[src/rtl/lpw_pkg.sv]
package lpw_pkg;
  localparam int unsigned ADDR_W  = 8;
  localparam int unsigned DATA_W  = 8;
  localparam int unsigned NUM_SRC = 4;

  localparam logic [ADDR_W-1:0] ADDR_MODE   = 8'hC5;
  localparam logic [ADDR_W-1:0] ADDR_REL_EN = 8'hC6;
  localparam logic [ADDR_W-1:0] ADDR_STAT   = 8'hC7;
  localparam logic [ADDR_W-1:0] ADDR_CLR    = 8'hC8;

  localparam int unsigned BIT_HALT = 1;
  localparam int unsigned BIT_STOP = 2;
  localparam int unsigned SRC_LSB  = 1;
  localparam int unsigned SRC_PORT = 1;

  localparam logic [DATA_W-1:0] MODE_MASK = (DATA_W'(1) << BIT_HALT) | (DATA_W'(1) << BIT_STOP);
  localparam logic [DATA_W-1:0] SRC_MASK  = DATA_W'(((1 << NUM_SRC) - 1) << SRC_LSB);

  typedef logic [NUM_SRC-1:0] src_vec_t;

  typedef struct packed {
    logic stop;
    logic halt;
  } mode_bits_t;
endpackage

[src/rtl/lpw_rst_sync.sv]
module lpw_rst_sync #(
  parameter int unsigned STAGES = 2
) (
  input  logic clk,
  input  logic rst_n,
  output logic rst_sync_n
);
  logic [STAGES-1:0] sync_q;
  logic [STAGES-1:0] sync_d;

  always_comb begin
    sync_d = {sync_q[STAGES-2:0], 1'b1};
  end

  always_ff @(posedge clk or negedge rst_n) begin
    if (!rst_n) sync_q <= '0;
    else        sync_q <= sync_d;
  end

  assign rst_sync_n = sync_q[STAGES-1];
endmodule

[src/rtl/lpw_wake_decode.sv]
module lpw_wake_decode
  import lpw_pkg::*;
(
  input  mode_bits_t mode_q,
  input  src_vec_t   rel_en,
  input  src_vec_t   evt,
  output src_vec_t   halt_hits,
  output logic       halt_wake,
  output logic       stop_wake
);
  logic halt_only;

  always_comb begin
    halt_only = mode_q.halt & ~mode_q.stop;
    halt_hits = halt_only ? (rel_en & evt) : '0;
    halt_wake = |halt_hits;
    stop_wake = mode_q.stop & evt[SRC_PORT];
  end
endmodule

[src/rtl/lpw_mode_ctrl.sv]
module lpw_mode_ctrl
  import lpw_pkg::*;
(
  input  logic       clk,
  input  logic       rst_n,
  input  logic       mode_wr,
  input  mode_bits_t mode_wdata,
  input  logic       halt_wake,
  input  logic       stop_wake,
  output mode_bits_t mode_q,
  output logic       osc_en,
  output logic       cpu_clk_en
);
  mode_bits_t mode_d;
  logic       mode_upd;
  logic       wake_any;
  logic       cpu_en_d;
  logic       cpu_en_q;

  always_comb begin
    wake_any = halt_wake | stop_wake;
    mode_upd = mode_wr | wake_any;
    mode_d   = mode_q;
    if (mode_wr)  mode_d = mode_wdata;
    if (wake_any) mode_d = '0;
    cpu_en_d = ~(mode_q.halt | mode_q.stop);
  end

  always_ff @(posedge clk or negedge rst_n) begin
    if (!rst_n) begin
      mode_q   <= '0;
      cpu_en_q <= 1'b1;
    end else begin
      if (mode_upd) mode_q <= mode_d;
      cpu_en_q <= cpu_en_d;
    end
  end

  assign osc_en     = ~mode_q.stop;
  assign cpu_clk_en = cpu_en_q;
endmodule

[src/rtl/lpw_status.sv]
module lpw_status
  import lpw_pkg::*;
(
  input  logic     clk,
  input  logic     rst_n,
  input  src_vec_t set_vec,
  input  logic     clr_wr,
  input  src_vec_t clr_mask,
  output src_vec_t status_q
);
  for (genvar i = 0; i < NUM_SRC; i++) begin : g_bit
    logic bit_d;
    logic bit_en;

    always_comb begin
      bit_en = set_vec[i] | (clr_wr & clr_mask[i]);
      bit_d  = set_vec[i];
    end

    always_ff @(posedge clk or negedge rst_n) begin
      if (!rst_n)      status_q[i] <= 1'b0;
      else if (bit_en) status_q[i] <= bit_d;
    end
  end
endmodule

[src/rtl/lpwr_wake_top.sv]
module lpwr_wake_top
  import lpw_pkg::*;
#(
  parameter int unsigned RST_STAGES = 2
) (
  input  logic              clk,
  input  logic              rst_n,
  input  logic [ADDR_W-1:0] bus_addr,
  input  logic              bus_we,
  input  logic [DATA_W-1:0] bus_wdata,
  output logic [DATA_W-1:0] bus_rdata,
  input  logic              evt_tmr0,
  input  logic              evt_tmr1,
  input  logic              evt_tmr2,
  input  logic              evt_port,
  output logic              osc_en,
  output logic              cpu_clk_en
);
  logic              rst_core_n;
  logic              wr_mode;
  logic              wr_rel;
  logic              wr_clr;
  mode_bits_t        mode_wdata;
  mode_bits_t        mode_q;
  logic              stop_q;
  logic              halt_q;
  logic [DATA_W-1:0] rel_word_d;
  logic [DATA_W-1:0] rel_word_q;
  src_vec_t          rel_en;
  src_vec_t          evt_vec;
  src_vec_t          halt_hits;
  src_vec_t          status_q;
  src_vec_t          clr_mask;
  logic              halt_wake;
  logic              stop_wake;

  lpw_rst_sync #(.STAGES(RST_STAGES)) u_rst (
    .clk        (clk),
    .rst_n      (rst_n),
    .rst_sync_n (rst_core_n)
  );

  always_comb begin
    wr_mode         = bus_we && (bus_addr == ADDR_MODE);
    wr_rel          = bus_we && (bus_addr == ADDR_REL_EN);
    wr_clr          = bus_we && (bus_addr == ADDR_CLR);
    mode_wdata.stop = bus_wdata[BIT_STOP];
    mode_wdata.halt = bus_wdata[BIT_HALT];
    rel_word_d      = bus_wdata & SRC_MASK;
    clr_mask        = bus_wdata[SRC_LSB +: NUM_SRC];
    evt_vec         = {evt_tmr2, evt_tmr1, evt_port, evt_tmr0};
    rel_en          = rel_word_q[SRC_LSB +: NUM_SRC];
    stop_q          = mode_q.stop;
    halt_q          = mode_q.halt;
  end

  always_ff @(posedge clk or negedge rst_core_n) begin
    if (!rst_core_n)  rel_word_q <= '0;
    else if (wr_rel)  rel_word_q <= rel_word_d;
  end

  lpw_wake_decode u_dec (
    .mode_q    (mode_q),
    .rel_en    (rel_en),
    .evt       (evt_vec),
    .halt_hits (halt_hits),
    .halt_wake (halt_wake),
    .stop_wake (stop_wake)
  );

  lpw_mode_ctrl u_mode (
    .clk        (clk),
    .rst_n      (rst_core_n),
    .mode_wr    (wr_mode),
    .mode_wdata (mode_wdata),
    .halt_wake  (halt_wake),
    .stop_wake  (stop_wake),
    .mode_q     (mode_q),
    .osc_en     (osc_en),
    .cpu_clk_en (cpu_clk_en)
  );

  lpw_status u_stat (
    .clk      (clk),
    .rst_n    (rst_core_n),
    .set_vec  (halt_hits),
    .clr_wr   (wr_clr),
    .clr_mask (clr_mask),
    .status_q (status_q)
  );

  always_comb begin
    bus_rdata = '0;
    unique case (bus_addr)
      ADDR_MODE: begin
        bus_rdata[BIT_STOP] = stop_q;
        bus_rdata[BIT_HALT] = halt_q;
      end
      ADDR_REL_EN: bus_rdata = rel_word_q;
      ADDR_STAT:   bus_rdata[SRC_LSB +: NUM_SRC] = status_q;
      default:     bus_rdata = '0;
    endcase
  end
endmodule

[config.mk]
export PLATFORM = sky130hd
export DESIGN_NAME = lpwr_wake_top
export DESIGN_NICKNAME = d
export VERILOG_FILES = /design/src/rtl/lpw_pkg.sv /design/src/rtl/lpw_rst_sync.sv /design/src/rtl/lpw_wake_decode.sv /design/src/rtl/lpw_mode_ctrl.sv /design/src/rtl/lpw_status.sv /design/src/rtl/lpwr_wake_top.sv
export SDC_FILE = /design/constraint.sdc
export NUM_CORES = 1
export LEC_CHECK = 0
export BUFFER_PORTS_ARGS = -buffer_cell sky130_fd_sc_hd__buf_2
export CAP_MARGIN = 20
export CORE_MARGIN = 2
export CORE_UTILIZATION = 25
export DETAILED_ROUTE_END_ITERATION = 10
export PLACE_DENSITY = 0.55
export SLEW_MARGIN = 20
export SYNTH_ARGS = -nofsm -noshare
export SYNTH_HDL_FRONTEND = slang
export SYNTH_SLANG_ARGS = --single-unit
[constraint.sdc]
create_clock -name clk -period 0.9 [get_ports clk]
set_input_delay 0 -clock clk [delete_from_list [all_inputs] [get_ports clk]]
set_output_delay 0 -clock clk [all_outputs]
set_load 0.05 [all_outputs]
==> impl_metrics.ini <==
[logic_synthesis]
synth_area_um2 = 784.5
synth-simple-area-share = 0.2440
synth-seq-area-share = 0.4163
synth_seq_cells = 13
synth_top_family_by_area = simple AND/OR/NAND/NOR gates
synth-adder-area-share = 0
yosys_warnings = 0
synth.area.mux_share = 0.1308
synth-xor-area-share = 0
yosys.area.top_type_share = 0.3828
synth_area_per_cell_um2 = 10.75
yosys-top-cells-area = dfrtp_1, mux2_4, nand4_1
async_flop_share = 1.000
yosys.cell_types.count = 28
netlist.top_cell.by_area = dfrtp_1
synthCells = 73
synth_compound_gate_area_share = 0.1228
synth_edf_count = 0
ys.flop_type = dfrtp_1

[final_layout]
num_antenna_cells = 0
register_area_um2 = 326.6
fin_nets = 149
nFillCells = 295
drive_gt1_frac = 0.5520
area_growth_pct = 65.39
post-route-cell-area_um2 = 1297
fin_util = 0.4285
multiInputGateArea_um2 = 479.2

[clock_network]
root_buffer = clkbuf_4
clock_latency_ps = 280
cts_buffer_depth = 2
clock-sinks = 13
cts.htree.levels = 1
cts_buffers = 3
cts_tree = yes
clk_pin_slew_ps = 90

[grt]
grt_pass1_wl_mm = 3.180
grt_antenna_before_repair = 0
grt_max_degree = 8
grt_overflow = 0
grt_pass1_vias = 682
grtUsageTotal = 0.1201

[timing]
period_share = 1.480
rsz0062_at_grt = yes
max_freq_mhz = 751.0
min_period_ps = 1332
final.setup.worst_slack_ps = -431.6
setup_viol = 13
report.final.slew_viol_count = 0
fin_skew_ps = 5.179
hold_viol = 0

[route]
drtPass1Iterations = 4
drtIter0Drc = 70
ant_nets = 0
via_per_inst = 4.491
drc = 0
wl_per_cell_um = 12.40
vias = 759
routed_wl_mm = 2.095

[placed_design]
dpl.hpwl_mm = 1.606
routabilityCongestion = 0.7509
placed_area_um2 = 1069
portBuffers = 24

[floorplanning]
coreArea_um2 = 3028
die_w_um = 60.02
io_pins = 33
initial_core_util = 0.2591
rows = 20
dieArea_um2 = 3602
die_height_um = 60.02

[pwr]
p_seq_frac = 0.464
p_int_uw = 966.1
vdd_ir_drop_max_mv = 0.3348
leakage_nw = 0.5764
power_density_nw_per_um2 = 1059
switching_share = 0.2969
power_switching_uw = 408.0
clkPwrFrac = 0.274
comb_power_share = 0.262

[setup_path]
cp_cell_sequence = mux2_2, a22oi_2, nor2_4, buf_6
required_ps = 900
startpoint_type = register
worstPathMaxFanout = 2
crit_slowest_cell = dfrtp_1
crit_path_max_incr_delay_ps = 380
cp.arrival_ps = 1330
endpoint_kind = output port
path_class = register to output port

[status]
status = finished, violations left
violations = negative setup slack

[job]
drv_cap = 0

[worst_hold_path]
hp-class = input port to asynchronous set/reset pin
-- cells in the final DEF (no fill, tap or decap), types with 2 or more instances in the layout --
cell,instances
buf_2,18
buf_4,15
dfrtp_1,12
dlygate4sd3_1,8
buf_6,8
nand4_1,6
nand2_1,5
mux2_4,5
conb_1,5
o2bb2ai_2,4
a21oi_1,3
clkbuf_4,3
and2b_2,2
nor2_2,2
nor2b_1,2
a22oi_2,2
nor2_4,2
inv_1,2
o31ai_1,2
buf_8,2
-- layout make-up --
| type | instances | share of cell area |
|---|---|---|
| Tap cell | 44 | 0.04243 |
| Inverter | 2 | 0.005786 |
| Timing Repair Buffer | 51 | 0.3105 |
| Clock buffer | 4 | 0.02025 |
| Multi-Input combinational cell | 55 | 0.3693 |
| Sequential cell | 13 | 0.2517 |
-- power by group through the flow --
| stage | Clock (mW) | Combinational (mW) | Sequential [mW] |
|---|---|---|---|
| finish | 0.377 | 0.360 | 0.638 |
| global route | 0.400 | 0.383 | 0.641 |
| CTS | 0.377 | 0.351 | 0.636 |
| detailed placement | 0 | 0.288 | 0.646 |
| global placement | 0 | 0.287 | 0.645 |
| floorplan | 0 | 0.156 | 0.665 |
-- synthesized netlist by cell type (all sizes together), types with 2 or more instances --
cell type / count
dfrtp: 12
a21oi: 3
a22oi: 2
nor2b: 2
nor2: 5
nand2: 5
o31ai: 2
inv: 2
mux2: 6
conb: 2
o2bb2ai: 4
buf: 6
mux2i: 2
nand2b: 2
and2b: 2
nand4: 7
-- logic make-up (layout without fill, tap and decap cells) --
logic type	Yosys count	in the layout
and+or+nand+nor	29	29
AOI/OAI and AO/OA	13	13
DFF	13	13
muxes	8	8
buffers and inverters	8	57
other	2	5
-- sequential cells by signal (all words and copies together) (netlist names) --
signal             count
rel_word_q             4
u_stat.status_q        4
u_mode.mode_q          2
u_rst.sync_q           2
u_mode.cpu_clk_en      1
-- worst paths after layout --
check | start | end | slack (ps) | depth (start not counted)
min in group clk | evt_tmr2 | u_stat.status_q[3] | 110 | 4
worst min register to register | u_rst.sync_q[1] | u_stat.status_q[1] | 80 | 0
worst min-delay path | rst_n | u_rst.sync_q[0] | 20 | 2
worst max-delay path | u_stat.status_q[0] | bus_rdata[1] | -430 | 4
worst max register to register | rel_word_q[4] | u_mode.mode_q[0] | -250 | 3
max in group asynchronous | u_rst.sync_q[1] | rel_word_q[2] | 460 | 1
-- per-layer routing --
metal	global-route usage	wire, µm	vias up
met4	0.06667	48	0
met1	0.1748	1011	354
met5	0	0	-
li1	-	-	366
met3	0.006494	126	5
met2	0.1755	908	34
-- critical path: cells and delay by family (launching register included) --
family,cells,cell delay [ps]
simple gates,1,40
mux,1,270
compound gates,1,200
flops,1,380
buf+inv,1,150
-- timing repair --
action                                  in CTS  in global routing
resized for setup                           20                  6
setup buffers                                4                  0
endpoints found under the hold margin       10                  0
gates cloned                                 0                  0
endpoints found under the setup margin      14                 16
pin swaps                                    2                  4
hold buffers                                 8                  0
-- per-stage QoR --
stage / worst slack (ps) / total power [mW] / setup TNS [ps] / cells / hold slack [ps]
after detailed placement: -263.5 / 0.9343 / -2946 / 154 / -211.6
after floorplan: -93.46 / 0.8203 / -556.4 / 76 / -295.6
final: -431.6 / 1.374 / -2465 / 169 / 24.30
after global placement: -249.8 / 0.9327 / -2689 / 154 / -215.0
after global routing: -472.1 / 1.424 / -2974 / 169 / 35.43
after CTS: -434.1 / 1.365 / -2372 / 169 / 25.67
(Power assumes the default switching activity.)
